File: config.mk
export PLATFORM = sky130hd
export DESIGN_NAME = edge_strength_unit
export DESIGN_NICKNAME = d
export VERILOG_FILES = /design/src/rtl/edge_strength_pkg.sv /design/src/rtl/es_rst_sync.sv /design/src/rtl/es_mv_cmp.sv /design/src/rtl/es_motion_cmp.sv /design/src/rtl/es_decide.sv /design/src/rtl/edge_strength_unit.sv
export SDC_FILE = /design/constraint.sdc
export NUM_CORES = 1
export LEC_CHECK = 0
export ABC_AREA = 1
export ABC_CLOCK_PERIOD_IN_PS = 800
export BUFFER_PORTS_ARGS = -buffer_cell sky130_fd_sc_hd__buf_2
export CORE_MARGIN = 2
export CORE_UTILIZATION = 50
export DETAILED_ROUTE_END_ITERATION = 7
export PLACE_DENSITY_LB_ADDON = 0.2
export SYNTH_ARGS = -nofsm -noshare
export SYNTH_HDL_FRONTEND = slang
export SYNTH_HIERARCHICAL = 1
export SYNTH_SLANG_ARGS = --single-unit
File: constraint.sdc
create_clock -name clk -period 0.8 [get_ports clk]
set_input_delay 0 -clock clk [delete_from_list [all_inputs] [get_ports clk]]
set_output_delay 0 -clock clk [all_outputs]
set_load 0.05 [all_outputs]
File: src/rtl/edge_strength_pkg.sv
package edge_strength_pkg;
  localparam int BS_W = 3;

  typedef enum logic [BS_W-1:0] {
    BS_NONE     = 3'd0,
    BS_MOTION   = 3'd1,
    BS_CODED    = 3'd2,
    BS_INTRA_IN = 3'd3,
    BS_INTRA_MB = 3'd4
  } bs_t;
endpackage

File: src/rtl/es_rst_sync.sv
module es_rst_sync #(
  parameter int STAGES = 2
) (
  input  logic clk,
  input  logic rst_n,
  output logic rst_sync_n
);
  logic [STAGES-1:0] sync_q;
  logic [STAGES-1:0] sync_d;

  always_comb begin
    sync_d = {sync_q[STAGES-2:0], 1'b1};
  end

  always_ff @(posedge clk or negedge rst_n) begin
    if (!rst_n) sync_q <= '0;
    else        sync_q <= sync_d;
  end

  assign rst_sync_n = sync_q[STAGES-1];
endmodule

File: src/rtl/es_mv_cmp.sv
// Flags a motion vector pair whose components are far apart.
module es_mv_cmp #(
  parameter int MW  = 12,
  parameter int THR = 4
) (
  input  logic [MW-1:0] a_x,
  input  logic [MW-1:0] a_y,
  input  logic [MW-1:0] b_x,
  input  logic [MW-1:0] b_y,
  output logic          far
);
  localparam logic [MW:0] THR_V = (MW+1)'(THR);

  logic [MW:0] dx, dy, ax, ay;

  always_comb begin
    dx  = {a_x[MW-1], a_x} - {b_x[MW-1], b_x};
    dy  = {a_y[MW-1], a_y} - {b_y[MW-1], b_y};
    ax  = dx[MW] ? (~dx + 1'b1) : dx;
    ay  = dy[MW] ? (~dy + 1'b1) : dy;
    far = (ax >= THR_V) || (ay >= THR_V);
  end
endmodule

File: src/rtl/es_motion_cmp.sv
// Compares references and motion for the lists in use.
module es_motion_cmp #(
  parameter int NL  = 2,
  parameter int RW  = 5,
  parameter int MW  = 12,
  parameter int CW  = 2,
  parameter int THR = 4
) (
  input  logic [CW-1:0]    p_nref,
  input  logic [CW-1:0]    q_nref,
  input  logic [NL*RW-1:0] p_ref,
  input  logic [NL*RW-1:0] q_ref,
  input  logic [NL*MW-1:0] p_mvx,
  input  logic [NL*MW-1:0] p_mvy,
  input  logic [NL*MW-1:0] q_mvx,
  input  logic [NL*MW-1:0] q_mvy,
  output logic             motion_diff
);
  logic [NL-1:0] lst_on, ref_ne, mv_far;

  for (genvar gi = 0; gi < NL; gi++) begin : g_list
    assign lst_on[gi] = {1'b0, p_nref} > (CW+1)'(gi);
    assign ref_ne[gi] = p_ref[gi*RW +: RW] != q_ref[gi*RW +: RW];

    es_mv_cmp #(.MW(MW), .THR(THR)) u_mv (
      .a_x (p_mvx[gi*MW +: MW]),
      .a_y (p_mvy[gi*MW +: MW]),
      .b_x (q_mvx[gi*MW +: MW]),
      .b_y (q_mvy[gi*MW +: MW]),
      .far (mv_far[gi])
    );
  end

  always_comb begin
    motion_diff = (p_nref != q_nref) || (|(lst_on & (ref_ne | mv_far)));
  end
endmodule

File: src/rtl/es_decide.sv
// Priority-ordered strength decision.
module es_decide
  import edge_strength_pkg::*;
(
  input  logic mb_edge,
  input  logic pic_edge,
  input  logic filt_off,
  input  logic any_intra,
  input  logic any_coded,
  input  logic motion_diff,
  output bs_t  bs
);
  always_comb begin
    if (pic_edge || filt_off) bs = BS_NONE;
    else if (any_intra)       bs = mb_edge ? BS_INTRA_MB : BS_INTRA_IN;
    else if (any_coded)       bs = BS_CODED;
    else if (motion_diff)     bs = BS_MOTION;
    else                      bs = BS_NONE;
  end
endmodule

File: src/rtl/edge_strength_unit.sv
module edge_strength_unit
  import edge_strength_pkg::*;
#(
  parameter int NL  = 2,
  parameter int RW  = 5,
  parameter int MW  = 12,
  parameter int CW  = 2,
  parameter int THR = 4
) (
  input  logic             clk,
  input  logic             rst_n,
  input  logic             edge_vld,
  input  logic             mb_edge,
  input  logic             pic_edge,
  input  logic             filt_off,
  input  logic             p_intra,
  input  logic             q_intra,
  input  logic             p_coded,
  input  logic             q_coded,
  input  logic [CW-1:0]    p_nref,
  input  logic [CW-1:0]    q_nref,
  input  logic [NL*RW-1:0] p_ref,
  input  logic [NL*RW-1:0] q_ref,
  input  logic [NL*MW-1:0] p_mvx,
  input  logic [NL*MW-1:0] p_mvy,
  input  logic [NL*MW-1:0] q_mvx,
  input  logic [NL*MW-1:0] q_mvy,
  output logic [BS_W-1:0]  bs_luma,
  output logic [BS_W-1:0]  bs_chroma
);
  logic rst_sync_n;
  logic motion_diff;
  bs_t  bs_comb;
  bs_t  bs_q, bs_d;

  es_rst_sync #(.STAGES(2)) u_rst (
    .clk        (clk),
    .rst_n      (rst_n),
    .rst_sync_n (rst_sync_n)
  );

  es_motion_cmp #(.NL(NL), .RW(RW), .MW(MW), .CW(CW), .THR(THR)) u_motion (
    .p_nref      (p_nref),
    .q_nref      (q_nref),
    .p_ref       (p_ref),
    .q_ref       (q_ref),
    .p_mvx       (p_mvx),
    .p_mvy       (p_mvy),
    .q_mvx       (q_mvx),
    .q_mvy       (q_mvy),
    .motion_diff (motion_diff)
  );

  es_decide u_decide (
    .mb_edge     (mb_edge),
    .pic_edge    (pic_edge),
    .filt_off    (filt_off),
    .any_intra   (p_intra | q_intra),
    .any_coded   (p_coded | q_coded),
    .motion_diff (motion_diff),
    .bs          (bs_comb)
  );

  always_comb begin
    bs_d = bs_q;
    if (edge_vld) bs_d = bs_comb;
  end

  always_ff @(posedge clk or negedge rst_sync_n) begin
    if (!rst_sync_n) bs_q <= BS_NONE;
    else             bs_q <= bs_d;
  end

  assign bs_luma   = bs_q;
  assign bs_chroma = bs_q;
endmodule

# After elaboration in Yosys (flattened, before gate mapping)
# Index checks and enable logic that the tools add are counted.
[totals] output_inout_bits=6 inputBits=130 romBits=0 ff_bits=5 memories=0 latch_bits=0 mem_bits_rw=0 elab_cells=41
[op_classes] muxes=9 multipliers=0 reduce_logical=5 order_cmp=6 shift=0 bitwise=8 n_eq_ne=3 n_addsub=8 div=0
[ops] cell="13-bit by 1-bit adder with 13-bit output (second input constant)" n=4
[ops] cell="13-bit by 3-bit greater-or-equal comparator with 1-bit output (second input constant)" n=4
[ops] cell="13-bit two-way mux" n=4
[ops] cell="13-bit inverter" n=4
[ops] cell="12-bit by 12-bit subtractor with 13-bit output" n=4
[ops] cell="3-bit two-way mux" n=4
[ops] cell="5-bit != test" n=2
[ops] cell="2-bit by 1-bit greater-than comparator with 1-bit output (second input constant)" n=2
[ops] cell="1-bit logical OR" n=4
[ops] cell="2-bit AND" n=1
[ops] cell="2-bit != test" n=1
[ops] cell="1-bit OR" n=2
[ops] cell="2-bit OR" n=1
[ops] cell="2-bit OR reduction" n=1
[ops] cell="1-bit two-way mux" n=1

# Longest topological paths before layout
# Gate-level depths: netlist of the first run.
[depth] word_depth=14 ltp_mapped=29 mapped_depth_nobuf=29

# By module
# The synthesis of the first run kept the hierarchy.
[by_module_without_submodules] module="es_mv_cmp (u_motion.g_list[0].u_mv)" area_each_um2=2419.8 cells_per_inst=502 instances=1 seq_area_each_um2=0.0
[by_module_without_submodules] module="es_mv_cmp (u_motion.g_list[1].u_mv)" area_each_um2=2393.5 cells_per_inst=496 instances=1 seq_area_each_um2=0.0
[by_module_without_submodules] module="es_motion_cmp" area_each_um2=249.0 cells_per_inst=62 instances=1 seq_area_each_um2=0.0
[by_module_without_submodules] module="edge_strength_unit" area_each_um2=147.6 cells_per_inst=18 instances=1 seq_area_each_um2=75.1
[by_module_without_submodules] module="es_rst_sync" area_each_um2=53.8 cells_per_inst=3 instances=1 seq_area_each_um2=50.0
[by_module_without_submodules] module="es_decide" area_each_um2=36.3 cells_per_inst=9 instances=1 seq_area_each_um2=0.0

# Least setup slack after synthesis of the first run
# No wires, ideal clock.
[synth_timing] path_kind="input-to-reg" start="input port p_mvy[12]" end="register bs_q[0], in the netlist bs_chroma[0]" setup_ns=0.119 stages=26 path_buffers=0 setup_slack_ns=-1.653 arrival_time_ns=2.334 required_time_ns=0.681 path_cell_list="inv_1 ha_1 fa_1 inv_1 nand2_1 and2_1 nor2_2 nand3_1 nor2_2 nand2_1 nand2_1 nor2_1 nor2_1 nand2_1 nor2_1 nand3_1 inv_1 nand2_1 nor2_1 nand3_1 nand2_1 nand3_1 a21oi_1 nor2_1 nand2_1 nand2_1"
[synth_via] elab_chain_len=14
[synth_lines] item="start: declaration" line="edge_strength_unit.sv:25" source="input logic [NL*MW-1:0] p_mvy,"
[synth_lines] item="12-bit by 12-bit subtractor with 13-bit output (*)" line="es_mv_cmp.sv:18" source="dy = {a_y[MW-1], a_y} - {b_y[MW-1], b_y};"
[synth_lines] item="13-bit inverter" line="es_mv_cmp.sv:20" source="ay = dy[MW] ? (~dy + 1'b1) : dy;"
[synth_lines] item="13-bit by 1-bit adder with 13-bit output" line="es_mv_cmp.sv:20"
[synth_lines] item="13-bit two-way mux (*)" line="es_mv_cmp.sv:20"
[synth_lines] item="13-bit by 3-bit greater-or-equal comparator with 1-bit output (*)" line="es_mv_cmp.sv:21" source="far = (ax >= THR_V) || (ay >= THR_V);"
[synth_lines] item="1-bit logical OR (*)" line="es_mv_cmp.sv:21"
[synth_lines] item="named net u_motion.mv_far[1]" line="es_motion_cmp.sv:19" source="logic [NL-1:0] lst_on, ref_ne, mv_far;"
[synth_lines] item="2-bit OR (*)" line="es_motion_cmp.sv:35" source="motion_diff = (p_nref != q_nref) || (|(lst_on & (ref_ne | mv_far)));"
[synth_lines] item="2-bit AND (*)" line="es_motion_cmp.sv:35"
[synth_lines] item="2-bit OR reduction (*)" line="es_motion_cmp.sv:35"
[synth_lines] item="1-bit logical OR (*)" line="es_motion_cmp.sv:35"
[synth_lines] item="named net motion_diff" line="edge_strength_unit.sv:32" source="logic motion_diff;"
[synth_lines] item="1-bit two-way mux (*)" line="es_decide.sv:17" source="else if (motion_diff) bs = BS_MOTION;"
[synth_lines] item="3-bit two-way mux (*)" line="es_decide.sv:16" source="else if (any_coded) bs = BS_CODED;"
[synth_lines] item="3-bit two-way mux (*)" line="es_decide.sv:15" source="else if (any_intra) bs = mb_edge ? BS_INTRA_MB : BS_INTRA_IN;"
[synth_lines] item="3-bit two-way mux (*)" line="es_decide.sv:14" source="if (pic_edge || filt_off) bs = BS_NONE;"
[synth_lines] item="named net bs_comb[0]" line="edge_strength_unit.sv:33" source="bs_t bs_comb;"
[synth_lines] item="end signal: assignment" line="edge_strength_unit.sv:71" source="else bs_q <= bs_d;"
[synth_lines] item="end: declaration" line="edge_strength_unit.sv:34" source="bs_t bs_q, bs_d;"
# The timed path passes the listed nets; every way through them passes the cells marked *.
# A chain may end at the register's enable or synchronous reset.

# Final worst setup path of the first run
[layout_timing] start="input port p_mvx[0]" end="register bs_q[0], in the netlist bs_chroma[0]"
[layout_via] elab_chain_len=14
[layout_lines] item="start: declaration" line="edge_strength_unit.sv:24" source="input logic [NL*MW-1:0] p_mvx,"
[layout_lines] item="12-bit by 12-bit subtractor with 13-bit output (*)" line="es_mv_cmp.sv:17" source="dx = {a_x[MW-1], a_x} - {b_x[MW-1], b_x};"
[layout_lines] item="13-bit inverter" line="es_mv_cmp.sv:19" source="ax = dx[MW] ? (~dx + 1'b1) : dx;"
[layout_lines] item="13-bit by 1-bit adder with 13-bit output" line="es_mv_cmp.sv:19"
[layout_lines] item="13-bit two-way mux (*)" line="es_mv_cmp.sv:19"
[layout_lines] item="13-bit by 3-bit greater-or-equal comparator with 1-bit output (*)" line="es_mv_cmp.sv:21"
[layout_lines] item="1-bit logical OR (*)" line="es_mv_cmp.sv:21"
[layout_lines] item="named net u_motion.mv_far[0]" line="es_motion_cmp.sv:19"
[layout_lines] item="2-bit OR (*)" line="es_motion_cmp.sv:35"
[layout_lines] item="2-bit AND (*)" line="es_motion_cmp.sv:35"
[layout_lines] item="2-bit OR reduction (*)" line="es_motion_cmp.sv:35"
[layout_lines] item="1-bit logical OR (*)" line="es_motion_cmp.sv:35"
[layout_lines] item="named net motion_diff" line="edge_strength_unit.sv:32"
[layout_lines] item="1-bit two-way mux (*)" line="es_decide.sv:17"
[layout_lines] item="3-bit two-way mux (*)" line="es_decide.sv:16"
[layout_lines] item="3-bit two-way mux (*)" line="es_decide.sv:15"
[layout_lines] item="3-bit two-way mux (*)" line="es_decide.sv:14"
[layout_lines] item="named net bs_comb[0]" line="edge_strength_unit.sv:33"
# Marks and branches as above.

==> impl_table.tex, run 1 <==
\begin{tabular}{lr}
\hline
Metric & Value \\
\hline
\multicolumn{2}{l}{\textbf{Status}} \\
\quad Outcome & finished with violations \\
\quad Violations in the final reports & setup timing \\
\multicolumn{2}{l}{\textbf{Clocking}} \\
\quad Htree depth & 1 \\
\quad Clock tree from TritonCTS & done \\
\quad Number of buffers on the longest clock path & 2 \\
\quad Root Buffer Master & sky130\_fd\_sc\_hd\_\_clkbuf\_8 \\
\quad Clock insertion delay at the later pin of the skew report & around 0.22 ns \\
\quad Clk pin slew, worst setup/hold paths & roughly 0.040 ns \\
\quad Number of sinks driven by the clock tree & 5 \\
\quad TritonCTS buffer count & 3 \\
\multicolumn{2}{l}{\textbf{Yosys}} \\
\quad Average instance area after synthesis & between 4 and 5 um\^{}2 \\
\quad YS warnings & 6 \\
\quad Post-Synthesis Net Count & roughly 1300 \\
\quad Syn Inst Count & around 1100 \\
\quad Post-synthesis sequential area ratio & roughly 2.4\% \\
\quad Flops \& latches, synth & 5 \\
\quad Number of distinct library cell variants in the gate-level netlist after synthesis & 32 \\
\quad Synthesized cell area & around 0.0053 mm\^{}2 \\
\multicolumn{2}{l}{\textbf{Power}} \\
\quad Total power density per cell area & around 910 mW/mm\^{}2 \\
\quad Maximum vdd ir drop & about 0.00075 V \\
\quad Leakage power & just under 5 nW \\
\multicolumn{2}{l}{\textbf{Cells and area}} \\
\quad FILL cells & just over 900 \\
\quad Top library cells by usage in the layout, fill and taps aside & sky130\_fd\_sc\_hd\_\_nand2\_1, sky130\_fd\_sc\_hd\_\_inv\_1, sky130\_fd\_sc\_hd\_\_buf\_4 \\
\quad Share of cells above drive strength 1 & 30.4\% \\
\quad Post-Layout Inst Area & 0.00763 mm\^{}2 \\
\quad Net count, final & around 1500 \\
\quad Number of antenna cells inserted & 0 \\
\quad Area delta synth->final & 44.1\% \\
\quad Leading cell type in the layout, fill and taps excluded & sky130\_fd\_sc\_hd\_\_nand2\_1 \\
\quad Layout Cells excl Fill & between 1000 and 1500 \\
\multicolumn{2}{l}{\textbf{STA}} \\
\quad Worst setup slack after layout & -1.65 ns \\
\quad Unrepaired setup endpoints after global routing & true \\
\quad Number of hold violations in the final report & 0 \\
\quad Clk\_skew & around 0.0033 ns \\
\quad Final critical-path required period & between 2 and 2.5 ns \\
\quad Highest Clock Rate & around 400 MHz \\
\quad Post-route clock period utilization & 306\% \\
\quad Setup violators final & 5 \\
\quad Count of pins over their slew limit & 0 \\
\multicolumn{2}{l}{\textbf{Floorplanning}} \\
\quad Number of rows created at floorplan & 37 \\
\quad Initial core utilization & between 50\% and 60\% \\
\quad Standard cell core area & around 0.010 mm\^{}2 \\
\quad Vert. Die Dim & 107 um \\
\quad Die Outline Area & between 0.01 and 0.015 mm\^{}2 \\
\quad Die outline width & between 100 and 150 um \\
\quad Top-Level Pins & $\sim$140 \\
\multicolumn{2}{l}{\textbf{GRT}} \\
\quad Wire length of the first global-routing pass & 25.2 mm \\
\quad Pin count of the biggest net entering global routing & 15 \\
\quad Global route overflow & 0 \\
\quad Total routing resource utilization after global routing & between 20\% and 30\% \\
\quad Via count of the first global-routing pass & about 6400 \\
\quad Number of antenna violations at the first check in global routing & 0 \\
\multicolumn{2}{l}{\textbf{Setup path}} \\
\quad Capture instance of the worst register-to-register path & bs\_chroma[0] \\
\quad CP max FO & 3 \\
\quad Reg2reg start & bs\_chroma[0] \\
\quad WP data required & 0.91 ns \\
\quad Kind of critical path & input pin to flop \\
\quad Crit-path most repeated cell & sky130\_fd\_sc\_hd\_\_nand2\_1 \\
\quad Cell depth of the worst flop-to-flop path & 3 \\
\quad Buffers and inverters on the worst path & 3 \\
\quad Critical path launch point type & input pin \\
\quad Signal arrival time at the worst endpoint & 2.56 ns \\
\quad Highest-delay cell along the critical path & sky130\_fd\_sc\_hd\_\_fa\_2 \\
\quad Setup slack of the most critical reg-to-reg path & 0 ns \\
\quad Largest delay contributor family on the critical path & simple AND/OR/NAND/NOR gates \\
\quad Crit. End Element & flop \\
\quad CP peak stage delay & 0.51 ns \\
\multicolumn{2}{l}{\textbf{Placed design}} \\
\quad Placed standard-cell area & around 0.007 mm\^{}2 \\
\quad Number of buffer cells added on primary ports & 135 \\
\quad Detailed placement HPWL & 12.3 mm \\
\quad Routability cong. & between 0.8 and 0.9 \\
\quad Number of instances in the placed design & between 1000 and 1500 \\
\multicolumn{2}{l}{\textbf{Run}} \\
\quad Max capacitance violation total & 0 \\
\multicolumn{2}{l}{\textbf{Route}} \\
\quad Antenna Violating Nets Remaining & 0 \\
\quad Total DRC errors in the routed layout & 0 \\
\quad Routed via count & $\sim$7000 \\
\quad WL/cell & a little under 10 um \\
\quad Drt via density & between 4 and 5 \\
\quad Detailed Route WL & between 10 and 15 mm \\
\quad DRT iter0 DRCs & between 200 and 250 \\
\quad Pre-antenna DRT Iters & 5 \\
\multicolumn{2}{l}{\textbf{Worst hold path}} \\
\quad Type of the tightest min-delay check & flop to async pin \\
\hline
\end{tabular}
-- layout make-up --
type	instances	area (um^2)	share of cell area, %
multi-input cells	845	4620	60.5
flip-flops and latches	5	129	1.69
well taps	136	170	2.23
clock buffers	4	45.0	0.590
inverters	236	908	11.9
repair buffers	270	1760	23.1
-- synthesized netlist by cell type, drive strengths merged --
cell type | n | area share (%)
a21oi | 28 | 3.1
a31oi | 1 | 0.12
and2 | 3 | 0.35
buf | 6 | 1.3
conb | 1 | 0.071
dfrtp | 5 | 2.4
fa | 4 | 1.5
ha | 48 | 11
inv | 236 | 17
nand2 | 476 | 35
nand3 | 143 | 15
nand3b | 6 | 0.85
nand4 | 17 | 2.2
nor2 | 95 | 7.3
nor3 | 5 | 0.47
o21ai | 3 | 0.28
or2 | 5 | 0.59
xnor2 | 3 | 0.50
xor2 | 5 | 0.83
-- routing by layer --
metal | wire length, um | share of wire (%) | up-vias | track usage [%]
met5 | 0 | 0 | - | 0
met3 | 807 | 5.5 | 12 | 2.80
met1 | 6670 | 45 | 3031 | 30.7
met4 | 92 | 0.62 | 0 | 3.71
li1 | - | - | 3872 | -
met2 | 7170 | 49 | 187 | 48.5
-- timing repair --
action | in CTS | in global routing
buffers inserted | 4 | 3
endpoints found under the hold margin | 2 | 0
cloned | 2 | 0
hold buffers | 1 | 0
pin swaps | 41 | 25
setup endpoints to repair | 7 | 7
resized for setup | 39 | 45
-- state kept, by name, indices dropped and copies added, names as in the netlist --
register      flops
bs_chroma         3
u_rst/sync_q      2
-- how the worst max path moves through the flow --
stage	to	cells past startpoint	start
CTS	bs_chroma[0]	27	p_mvx[12]
finish	bs_chroma[0]	25	p_mvx[0]
global route	bs_chroma[0]	27	q_mvx[3]
detailed placement	bs_chroma[0]	28	p_mvx[12]
floorplan	bs_chroma[0]	26	p_mvy[12]
global placement	bs_chroma[0]	28	p_mvx[0]
-- logic make-up after synthesis --
family | Yosys count | share of synthesized area, %
fa+ha+maj | 52 | 12.8
other cells | 1 | 0.0708
flops | 5 | 2.36
compound gates | 32 | 3.54
buf+inv | 242 | 18.0
simple gates | 750 | 61.9
xor+xnor | 8 | 1.32
-- where the power goes --
| part | internal [mW] | switching [mW] |
|---|---|---|
| registers | 0.270 | 0.0158 |
| logic | 2.74 | 3.49 |
| clock network | 0.342 | 0.124 |
-- per-stage QoR --
stage          util (%)  setup slack, ns  power, mW  setup TNS (ns)  hold slack, ns
5_1_grt            74.0            -1.90       7.82           -1.99          0.0538
3_5_place_dp       69.5            -1.98       6.04           -1.98          -0.214
3_3_place_gp       69.5            -1.92       5.93           -1.92          -0.214
6_report           74.0            -1.65       6.98           -1.68          0.0402
4_1_cts            72.1            -1.68       6.76           -1.80          0.0445
2_1_floorplan         -            -1.49       4.11           -1.49          -0.296
Power figures use the tool's default switching activity.
==> inputs of run 2 (changes only) <==
--- a/config.mk
+++ b/config.mk
@@ -8,10 +8,13 @@
 export ABC_AREA = 1
 export ABC_CLOCK_PERIOD_IN_PS = 800
 export BUFFER_PORTS_ARGS = -buffer_cell sky130_fd_sc_hd__buf_2
+export CORE_ASPECT_RATIO = 0.7
 export CORE_MARGIN = 2
 export CORE_UTILIZATION = 50
 export DETAILED_ROUTE_END_ITERATION = 7
 export PLACE_DENSITY_LB_ADDON = 0.2
+export RECOVER_POWER = 25
+export SETUP_SLACK_MARGIN = 0.4
 export SYNTH_ARGS = -nofsm -noshare
 export SYNTH_HDL_FRONTEND = slang
 export SYNTH_HIERARCHICAL = 1
==> impl_table.tex, run 2 (synthesized netlist as in run 1, its figures left out) <==
\begin{tabular}{lr}
\hline
Metric & Value \\
\hline
\multicolumn{2}{l}{\textbf{Clocking}} \\
\quad Root Buffer Master & sky130\_fd\_sc\_hd\_\_clkbuf\_16 \\
\quad Clock tree from TritonCTS & done \\
\quad Clock insertion delay at the later pin of the skew report & between 0.2 and 0.25 ns \\
\quad Clk pin slew, worst setup/hold paths & around 0.030 ns \\
\quad Htree depth & 1 \\
\quad Number of sinks driven by the clock tree & 5 \\
\quad TritonCTS buffer count & 3 \\
\quad Number of buffers on the longest clock path & 2 \\
\multicolumn{2}{l}{\textbf{STA}} \\
\quad Setup violators final & 7 \\
\quad Number of hold violations in the final report & 0 \\
\quad Post-route clock period utilization & 309\% \\
\quad Count of pins over their slew limit & 0 \\
\quad Final critical-path required period & between 2 and 2.5 ns \\
\quad Unrepaired setup endpoints after global routing & true \\
\quad Worst setup slack after layout & -1.67 ns \\
\quad Clk\_skew & slightly below 0.0009 ns \\
\quad Highest Clock Rate & 404 MHz \\
\quad Setup TNS & -1.80 ns \\
\multicolumn{2}{l}{\textbf{Setup path}} \\
\quad Critical path launch point type & input pin \\
\quad Highest-delay cell along the critical path & sky130\_fd\_sc\_hd\_\_fa\_2 \\
\quad Kind of critical path & input pin to flop \\
\quad Crit. End Element & flop \\
\quad Signal arrival time at the worst endpoint & around 2.6 ns \\
\quad CP max FO & 13 \\
\quad Crit-path most repeated cell & sky130\_fd\_sc\_hd\_\_nand2\_1 \\
\quad WP data required & $\sim$0.92 ns \\
\quad CP peak stage delay & between 0.3 and 0.4 ns \\
\quad Buffers and inverters on the worst path & 5 \\
\quad Largest delay contributor family on the critical path & simple AND/OR/NAND/NOR gates \\
\multicolumn{2}{l}{\textbf{Route}} \\
\quad DRT iter0 DRCs & 453 \\
\quad Drt via density & roughly 4.8 \\
\quad Total DRC errors in the routed layout & 0 \\
\quad Routed via count & 7118 \\
\quad Antenna Violating Nets Remaining & 0 \\
\quad WL/cell & about 10 um \\
\quad Pre-antenna DRT Iters & 5 \\
\quad Detailed Route WL & $\sim$15 mm \\
\multicolumn{2}{l}{\textbf{GRT}} \\
\quad Via count of the first global-routing pass & around 6400 \\
\quad Pin count of the biggest net entering global routing & 14 \\
\quad Wire length of the first global-routing pass & $\sim$26 mm \\
\quad Total routing resource utilization after global routing & 25.5\% \\
\quad Global route overflow & 0 \\
\quad Number of antenna violations at the first check in global routing & 0 \\
\multicolumn{2}{l}{\textbf{Floorplanning}} \\
\quad Number of rows created at floorplan & 31 \\
\quad Vert. Die Dim & approximately 90 um \\
\quad Initial core utilization & $\sim$50\% \\
\quad Die outline width & roughly 130 um \\
\quad Standard cell core area & $\sim$0.010 mm\^{}2 \\
\quad Die Outline Area & about 0.011 mm\^{}2 \\
\quad Top-Level Pins & approximately 140 \\
\multicolumn{2}{l}{\textbf{Cells and area}} \\
\quad FILL cells & between 900 and 1000 \\
\quad Number of flip-flops under the largest register name & 3 \\
\quad Layout Cells excl Fill & $\sim$1500 \\
\quad Area delta synth->final & 43.4\% \\
\quad Share of cells above drive strength 1 & approximately 30\% \\
\quad Leading cell type in the layout, fill and taps excluded & sky130\_fd\_sc\_hd\_\_nand2\_1 \\
\quad Number of antenna cells inserted & 0 \\
\quad Top library cells by usage in the layout, fill and taps aside & sky130\_fd\_sc\_hd\_\_nand2\_1, sky130\_fd\_sc\_hd\_\_inv\_1, sky130\_fd\_sc\_hd\_\_buf\_4 \\
\quad Net count, final & about 1500 \\
\multicolumn{2}{l}{\textbf{Power}} \\
\quad Total power density per cell area & about 970 mW/mm\^{}2 \\
\quad Leakage power & between 4 and 5 nW \\
\quad Maximum vdd ir drop & 0.000660 V \\
\multicolumn{2}{l}{\textbf{Worst hold path}} \\
\quad Type of the tightest min-delay check & input pin to flop \\
\multicolumn{2}{l}{\textbf{Status}} \\
\quad Violations in the final reports & setup timing \\
\quad Outcome & finished with violations \\
\multicolumn{2}{l}{\textbf{Placed design}} \\
\quad Number of instances in the placed design & between 1000 and 1500 \\
\quad Worst slack after detailed placement & -2.02 ns \\
\quad Detailed placement HPWL & 12.4 mm \\
\quad Routability cong. & 0.913 \\
\quad Number of buffer cells added on primary ports & around 140 \\
\multicolumn{2}{l}{\textbf{Run}} \\
\quad Max capacitance violation total & 0 \\
\hline
\end{tabular}
-- run 2: final timing paths --
| kind | startpoint | end | slack [ns] | cells after the start |
|---|---|---|---|---|
| max | p_mvx[0] | bs_chroma[0] | -1.67 | 28 |
| min in group asynchronous | u_rst/sync_q[1] | bs_chroma[2] | 0.05 | 0 |
| max in group asynchronous | rst_n | u_rst/sync_q[1] | 0.56 | 2 |
| max reg2reg | bs_chroma[1] | bs_chroma[1] | 0.13 | 2 |
| min | edge_vld | bs_chroma[0] | 0.03 | 3 |
| min reg2reg | u_rst/sync_q[1] | bs_chroma[2] | 0.05 | 0 |
-- run 2: area by class of cell --
type                    instances  area, um^2  area share (%)
repair buffers                268        1750            23.0
multi-input cells             845        4570            60.2
inverters                     236         908            12.0
clock buffers                   4        78.8            1.04
well taps                     132         165            2.17
flip-flops and latches          5         129            1.70
-- run 2: per-stage QoR --
stage	power [mW]	hold slack, ns	util, %	instance area [um^2]
floorplan	4.12	-0.296	-	5460
global placement	5.97	-0.214	69.5	7170
detailed placement	6.06	-0.215	69.5	7170
CTS	7.10	0.0303	71.8	7410
global route	8.19	0.0421	73.7	7600
finish	7.39	0.0318	73.7	7600
-- run 2: where the power goes --
part | total, mW | internal, mW | switching (mW)
combinational | 6.25 | 2.73 | 3.52
clock | 0.848 | 0.662 | 0.185
sequential | 0.288 | 0.270 | 0.0174
-- run 2: tightest hold or removal path, delay by kind of cell --
kind / cells / cell delay (ns)
buffers and inverters: 1 / 0.12
and+or+nand+nor: 2 / 0.11
-- run 2: metal layers --
metal,routed length [um],share of wire [%],track usage (%),up-vias
met4,133,0.87,2.29,0
met2,7160,47,46.1,188
met1,7330,48,34.6,3039
li1,-,-,-,3869
met5,0,0,0,-
met3,662,4.3,1.55,22
-- run 2: timing repair --
action,4_1_cts,5_1_grt
pin swaps,28,23
hold endpoints to repair,2,0
buffers inserted,3,3
resized for setup,33,41
hold buffers,1,0
gates cloned,2,0
setup endpoints to repair,10,10
